--- src/rtl/cmdsem_pkg.sv ---
package cmdsem_pkg;
   typedef enum logic [1:0] {
      SEL_PTR  = 2'd0,
      SEL_SEMA = 2'd1,
      SEL_STAT = 2'd2,
      SEL_NONE = 2'd3
   } chan_sel_e;

   localparam logic [1:0] GADDR_STAT = 2'd0;
   localparam logic [1:0] GADDR_CLR  = 2'd1;
   localparam logic [1:0] GADDR_EN   = 2'd2;

   localparam int CTL_DEC     = 0;
   localparam int CTL_IRQ     = 1;
   localparam int CTL_ERR     = 2;
   localparam int CTL_W       = 3;
   localparam int STAT_ERR_LO = 8;
endpackage

--- src/rtl/cmdsem_alloc.sv ---
module cmdsem_alloc #(
   parameter int NCH = 4,
   localparam int CW = $clog2(NCH)
) (
   input  logic           clk,
   input  logic           rst_n,
   input  logic           req_i,
   input  logic           rel_en_i,
   input  logic [CW-1:0]  rel_id_i,
   output logic           gnt_o,
   output logic [CW-1:0]  id_o,
   output logic           busy_o,
   output logic [NCH-1:0] lock_o
);
   logic [NCH-1:0] lock_q, rel_mask, gnt_mask;
   logic           found;

   always_comb begin
      found = 1'b0;
      id_o  = '0;
      for (int i = NCH - 1; i >= 0; i--) begin
         if (!lock_q[i]) begin
            found = 1'b1;
            id_o  = CW'(i);
         end
      end
      gnt_o    = req_i && found;
      busy_o   = req_i && !found;
      rel_mask = rel_en_i ? (NCH'(1) << rel_id_i) : '0;
      gnt_mask = gnt_o ? (NCH'(1) << id_o) : '0;
   end

   always_ff @(posedge clk or negedge rst_n) begin
      if (!rst_n) lock_q <= '0;
      else        lock_q <= (lock_q & ~rel_mask) | gnt_mask;
   end

   assign lock_o = lock_q;
endmodule

--- src/rtl/cmdsem_chan.sv ---
module cmdsem_chan
   import cmdsem_pkg::*;
#(
   parameter int DW   = 32,
   parameter int SEMW = 8,
   parameter int ERRW = 8,
   parameter int LAT  = 4,
   localparam int CNTW = (LAT > 1) ? $clog2(LAT) : 1
) (
   input  logic            clk,
   input  logic            rst_n,
   input  logic            en_i,
   input  logic            wr_ptr_i,
   input  logic            wr_sema_i,
   input  logic            wr_stat_i,
   input  logic [DW-1:0]   wdata_i,
   output logic [DW-1:0]   ptr_o,
   output logic [SEMW-1:0] sema_o,
   output logic            run_o,
   output logic            irqp_o,
   output logic [ERRW-1:0] err_o,
   output logic            done_o
);
   localparam logic [SEMW-1:0] SEMA_MAX = '1;

   logic [DW-1:0]    ptr_q;
   logic [SEMW-1:0]  sema_q, sema_sat, sema_n;
   logic [SEMW:0]    sema_sum;
   logic [CTL_W-1:0] ctl_q;
   logic             run_q, irqp_q, start, done;
   logic [ERRW-1:0]  err_q;

   assign start = !run_q && en_i && (sema_q != '0);

   generate
      if (LAT == 1) begin : g_single
         assign done = run_q;
      end else begin : g_timer
         logic [CNTW-1:0] cnt_q;
         always_ff @(posedge clk or negedge rst_n) begin
            if (!rst_n)                    cnt_q <= '0;
            else if (start)                cnt_q <= CNTW'(LAT - 1);
            else if (run_q && cnt_q != '0) cnt_q <= cnt_q - 1'b1;
         end
         assign done = run_q && (cnt_q == '0);
      end
   endgenerate

   always_comb begin
      sema_sum = {1'b0, sema_q} + {1'b0, (wr_sema_i ? wdata_i[SEMW-1:0] : '0)};
      sema_sat = sema_sum[SEMW] ? SEMA_MAX : sema_sum[SEMW-1:0];
      if (done && ctl_q[CTL_DEC] && sema_sat != '0) sema_n = sema_sat - 1'b1;
      else                                          sema_n = sema_sat;
   end

   always_ff @(posedge clk or negedge rst_n) begin
      if (!rst_n) begin
         ptr_q  <= '0;
         sema_q <= '0;
         ctl_q  <= '0;
         run_q  <= 1'b0;
         irqp_q <= 1'b0;
         err_q  <= '0;
      end else begin
         sema_q <= sema_n;
         if (wr_ptr_i) ptr_q <= wdata_i;
         if (start) begin
            run_q <= 1'b1;
            ctl_q <= ptr_q[CTL_W-1:0];
         end else if (done) begin
            run_q <= 1'b0;
         end
         if (done && ctl_q[CTL_ERR])
            err_q <= (wr_stat_i ? '0 : err_q) | ERRW'(1);
         else if (wr_stat_i)
            err_q <= '0;
         if (done && !ctl_q[CTL_ERR] && ctl_q[CTL_IRQ]) irqp_q <= 1'b1;
         else if (wr_stat_i)                            irqp_q <= 1'b0;
      end
   end

   assign ptr_o  = ptr_q;
   assign sema_o = sema_q;
   assign run_o  = run_q;
   assign irqp_o = irqp_q;
   assign err_o  = err_q;
   assign done_o = done;
endmodule

--- src/rtl/cmdsem_ctrl.sv ---
module cmdsem_ctrl
   import cmdsem_pkg::*;
#(
   parameter int NCH  = 4,
   parameter int DW   = 32,
   parameter int SEMW = 8,
   parameter int ERRW = 8,
   parameter int LAT  = 4,
   localparam int CW  = $clog2(NCH),
   localparam int AW  = CW + 3
) (
   input  logic          clk,
   input  logic          rst_n,
   input  logic          wr_en,
   input  logic [AW-1:0] wr_addr,
   input  logic [DW-1:0] wr_data,
   input  logic [AW-1:0] rd_addr,
   output logic [DW-1:0] rd_data,
   input  logic          alloc_req,
   output logic          alloc_gnt,
   output logic [CW-1:0] alloc_id,
   output logic          alloc_busy,
   input  logic          rel_en,
   input  logic [CW-1:0] rel_id,
   output logic          irq
);
   generate
      if (NCH < 2 || (1 << CW) != NCH) begin : g_bad_nch
         $error("NCH must be a power of two and at least 2");
      end
      if (LAT < 1) begin : g_bad_lat
         $error("LAT must be at least 1");
      end
      if (DW < STAT_ERR_LO + ERRW || DW < SEMW || DW < NCH) begin : g_bad_dw
         $error("DW too narrow for the status, semaphore or mask fields");
      end
   endgenerate

   logic [NCH-1:0]  chen_q, gstat_q, gclr_mask;
   logic [NCH-1:0]  chan_done, chan_run, sema_nz, chan_lock, irqp_v;
   logic [NCH-1:0]  wr_ptr_v, wr_sema_v, wr_stat_v;
   logic [DW-1:0]   ptr_v  [NCH];
   logic [SEMW-1:0] sema_v [NCH];
   logic [ERRW-1:0] err_v  [NCH];

   logic            wr_glob, wr_chan;
   logic [CW-1:0]   wr_ch;
   chan_sel_e       wr_sel;

   assign wr_glob = wr_en && !wr_addr[AW-1];
   assign wr_chan = wr_en &&  wr_addr[AW-1];
   assign wr_ch   = wr_addr[2 +: CW];
   assign wr_sel  = chan_sel_e'(wr_addr[1:0]);

   cmdsem_alloc #(.NCH(NCH)) u_alloc (
      .clk      (clk),
      .rst_n    (rst_n),
      .req_i    (alloc_req),
      .rel_en_i (rel_en),
      .rel_id_i (rel_id),
      .gnt_o    (alloc_gnt),
      .id_o     (alloc_id),
      .busy_o   (alloc_busy),
      .lock_o   (chan_lock)
   );

   for (genvar c = 0; c < NCH; c++) begin : g_chan
      assign wr_ptr_v[c]  = wr_chan && wr_ch == CW'(c) && wr_sel == SEL_PTR;
      assign wr_sema_v[c] = wr_chan && wr_ch == CW'(c) && wr_sel == SEL_SEMA;
      assign wr_stat_v[c] = wr_chan && wr_ch == CW'(c) && wr_sel == SEL_STAT;
      assign sema_nz[c]   = sema_v[c] != '0;

      cmdsem_chan #(.DW(DW), .SEMW(SEMW), .ERRW(ERRW), .LAT(LAT)) u_chan (
         .clk       (clk),
         .rst_n     (rst_n),
         .en_i      (chen_q[c]),
         .wr_ptr_i  (wr_ptr_v[c]),
         .wr_sema_i (wr_sema_v[c]),
         .wr_stat_i (wr_stat_v[c]),
         .wdata_i   (wr_data),
         .ptr_o     (ptr_v[c]),
         .sema_o    (sema_v[c]),
         .run_o     (chan_run[c]),
         .irqp_o    (irqp_v[c]),
         .err_o     (err_v[c]),
         .done_o    (chan_done[c])
      );
   end

   assign gclr_mask = (wr_glob && wr_addr[1:0] == GADDR_CLR) ? wr_data[NCH-1:0] : '0;

   always_ff @(posedge clk or negedge rst_n) begin
      if (!rst_n) begin
         chen_q  <= '0;
         gstat_q <= '0;
      end else begin
         gstat_q <= (gstat_q & ~gclr_mask) | chan_done;
         if (wr_glob && wr_addr[1:0] == GADDR_EN) chen_q <= wr_data[NCH-1:0];
      end
   end

   logic [CW-1:0] rd_ch;
   assign rd_ch = rd_addr[2 +: CW];

   always_comb begin
      rd_data = '0;
      if (!rd_addr[AW-1]) begin
         case (rd_addr[1:0])
            GADDR_STAT: rd_data[NCH-1:0] = gstat_q;
            GADDR_EN:   rd_data[NCH-1:0] = chen_q;
            default:    rd_data = '0;
         endcase
      end else begin
         case (chan_sel_e'(rd_addr[1:0]))
            SEL_PTR:  rd_data = ptr_v[rd_ch];
            SEL_SEMA: rd_data[SEMW-1:0] = sema_v[rd_ch];
            SEL_STAT: begin
               rd_data[0] = chan_run[rd_ch];
               rd_data[1] = irqp_v[rd_ch];
               rd_data[STAT_ERR_LO +: ERRW] = err_v[rd_ch];
            end
            default:  rd_data = '0;
         endcase
      end
   end

   assign irq = |irqp_v;
endmodule

--- config.mk ---
export PLATFORM = sky130hd
export DESIGN_NAME = cmdsem_ctrl
export DESIGN_NICKNAME = d
export VERILOG_FILES = /design/src/rtl/cmdsem_pkg.sv /design/src/rtl/cmdsem_alloc.sv /design/src/rtl/cmdsem_chan.sv /design/src/rtl/cmdsem_ctrl.sv
export SDC_FILE = /design/constraint.sdc
export NUM_CORES = 1
export LEC_CHECK = 0
export BUFFER_PORTS_ARGS = -buffer_cell sky130_fd_sc_hd__buf_2
export CAP_MARGIN = 15
export CORE_MARGIN = 5
export CORE_UTILIZATION = 60
export CTS_CLUSTER_SIZE = 30
export DETAILED_ROUTE_END_ITERATION = 8
export PLACE_DENSITY = 0.8
export SYNTH_ARGS = -nofsm -noshare
export SYNTH_HDL_FRONTEND = slang
export SYNTH_SLANG_ARGS = --single-unit
--- constraint.sdc ---
create_clock -name clk -period 3.65 [get_ports clk]
set_input_delay 0.1825 -clock clk [delete_from_list [all_inputs] [get_ports clk]]
set_output_delay 0.1825 -clock clk [all_outputs]
set_load 0.02 [all_outputs]
==> metrics <==
Fin. Hold Viols=0; CTS max path bufs=3; Syn-to-layout area delta=17.7%; post-route ant nets=0; mux cell area share after synthesis=0.242; Top Layer Used=met5; Setup Buffers After CTS=0; Post-Synth Simple-Gate Area=0.137; met3 routed WL=2030 um; WL met1=12300 um; FF/Latch Area=0.00510 mm^2; area share of fa/ha/maj cells after synthesis=0.0546; first-pass GRT wire length=48100 um; Die Y-Extent=149 um; via/cell ratio=6.18; via count=8632; Initial Util=0.614; GRT overflow=0; IO buf count=85; Setup CP Type=reg -> reg; DRT Wirelength=29300 um; clk sinks=204; clock latency on the worst-skew pair=0.52 ns; Compound-Gate Fraction of Synth Area=0.0859; multi-input logic area=0.00625 mm^2; largest family of logic cells by synthesized area=multiplexers; largest net degree at the start of global routing=101; final non-filler cell total=1396; asr flop ratio synth=1.00; fillers=1262; clock root buffer=clkbuf_16; initial antenna violation count=2; # resized after CTS=0; pre-CTS WS=-0.0377 ns; Post-Syn Area=0.0116 mm^2; Residual DRC=0; WL met2=14300 um; vias in the first global route=9053; Clock transition at path regs=0.06 ns; Synth area leaders=dfrtp_1 (44%), mux2_2 (14%), mux4_2 (8.4%); Yosys top cell by area=dfrtp_1; Mapped Avg Cell Area=11.9 um^2; n_diodes=0; Slew HR=0.427; Main synth FF type=dfrtp_1; setup violators final=0; Hold Crit Class=in -> reg; worst endpoint required time=4.07 ns; dpl hpwl=19700 um; unrepaired setup endpoints after global routing=false; Util after Layout=0.722; CP Launch Type=register; H-Tree Depth=1; post-synth top area share=0.442; Core Area=0.0188 mm^2; count of state elements after synthesis=204; Tcrit/Tclk final=0.888; CP max FO=4; initial drt markers=734; CP Capture Type=register; Leakage Power=6.26 nW; DRT Pass-1 Iters=6; final setup skew=0.0288 ns; share of layout cells above drive strength 1=0.328; per-cell routed wire length=21.0 um; Placed Cells=1327; sequential share of the synthesized area=0.442; Max-Cap Viols=0; top-count cell post-synth=dfrtp_1; final worst setup slack=0.409 ns; Max Slew Vio Count=0; area of the die=0.0221 mm^2; CTS tree=done; VDD IR max=0.000442 V; arrival time of the worst setup path=3.66 ns; outcome=finished clean; syn nets=1066; cells after synthesis=969; EDFF count, synth=0; top post-synthesis cells by count=dfrtp_1 (204), mux2_2 (145), nand2_1 (66); Layout Nets=1220; total CTS buffers=23; pwr dens=623 mW/mm^2; Routability Congestion=0.944; die width=149 um; GRT Resource Usage Total=0.271; hold slack=0.0696 ns; row count=50; Synth Warn #=0; slew at the pin closest to its max-slew limit=0.852 ns; Max Freq=309 MHz; Synth Area in XOR/XNOR=0.0220; fin crit period=3.24 ns; count of cell types in the netlist=72; IO Count=86
==> power breakdown <==
group | switching [mW] | internal (mW)
Sequential | 0.561 | 2.91
Clock | 0.924 | 1.35
Combinational | 1.36 | 1.37
==> per-stage QoR <==
stage               setup TNS [ns]  power [mW]  cell area (um^2)
global placement                 0        5.97             12600
floorplan                        0        5.22             11600
finish                           0        8.47             13600
CTS                              0        8.44             13600
global route                     0        8.93             13600
detailed placement         -0.0385        6.08             12600
==> sequential cells by signal, indices dropped and copies added, names as in the netlist <==
| name | count |
|---|---|
| g_chan.u_chan.ptr_o | 128 |
| g_chan.u_chan.sema_o | 32 |
| g_chan.u_chan.ctl_q | 12 |
| g_chan.u_chan.g_timer.cnt_q | 8 |
| chen_q | 4 |
| g_chan.u_chan.err_o | 4 |
| g_chan.u_chan.irqp_o | 4 |
| g_chan.u_chan.run_o | 4 |
| gstat_q | 4 |
| u_alloc.lock_o | 4 |
==> final timing paths <==
path	start	end	slack [ns]	cells past startpoint
min	wr_addr[3]	g_chan[3].u_chan.irqp_o	0.07	4
min reg2reg	g_chan[3].u_chan.err_o[0]	g_chan[3].u_chan.err_o[0]	0.50	1
max	g_chan[1].u_chan.sema_o[0]	g_chan[1].u_chan.sema_o[1]	0.41	13
max in group asynchronous	rst_n	g_chan[0].u_chan.ctl_q[1]	2.44	3
max reg2reg	g_chan[1].u_chan.sema_o[0]	g_chan[1].u_chan.sema_o[1]	0.41	13
min in group asynchronous	rst_n	g_chan[3].u_chan.ptr_o[7]	0.31	2
==> metal layers <==
metal | GRT usage | vias up
li1 | - | 3900
met5 | 0 | -
met3 | 0.0438 | 64
met2 | 0.451 | 327
met1 | 0.377 | 4337
met4 | 0.0696 | 4
==> critical path, cell delays in order, from the launching register on <==
cell and delay (ns):
dfrtp_1 0.42, ha_1 0.25, fa_1 0.41, a21o_1 0.22, a221oi_2 0.27, o21ai_1 0.16, nor2_1 0.17, ha_1 0.19
inv_1 0.04, nor4b_1 0.41, nand2_1 0.13, o21ai_0 0.18, buf_4 0.14, mux2i_1 0.17
==> layout make-up <==
class | instances | area share
clock buffer | 29 | 0.0462
clock inverter | 9 | 0.00755
inverter | 16 | 0.00442
multi-input combinational | 715 | 0.460
sequential | 204 | 0.375
tap | 260 | 0.0239
timing repair buffer | 163 | 0.0827
==> repair_timing <==
action                                 CTS  global route
setup endpoints to repair                0             0
endpoints found under the hold margin  197             0
hold buffers                            31             0
==> layout by cell type (no fill, tap or decap), types with 11 or more instances in the layout <==
cell,count
a21o_1,14
a21oi_1,31
and2_1,36
buf_2,83
buf_4,46
clkbuf_16,23
dfrtp_1,204
dlygate4sd3_1,31
ha_1,44
inv_1,16
mux2_2,145
mux2i_1,19
mux4_2,43
nand2_1,66
nand2b_1,12
nand3_1,19
nor2_1,51
nor2b_1,30
nor3_1,11
o21ai_0,19
xnor2_1,21
==> cells by family (layout without fill, tap and decap cells) <==
group | count (synthesis) | count (layout)
simple gates | 293 | 293
mux | 207 | 207
flops | 204 | 204
compound gates | 138 | 138
buf+inv | 50 | 217
fa+ha+maj | 48 | 48
xor+xnor | 29 | 29
(Power assumes the default switching activity.)
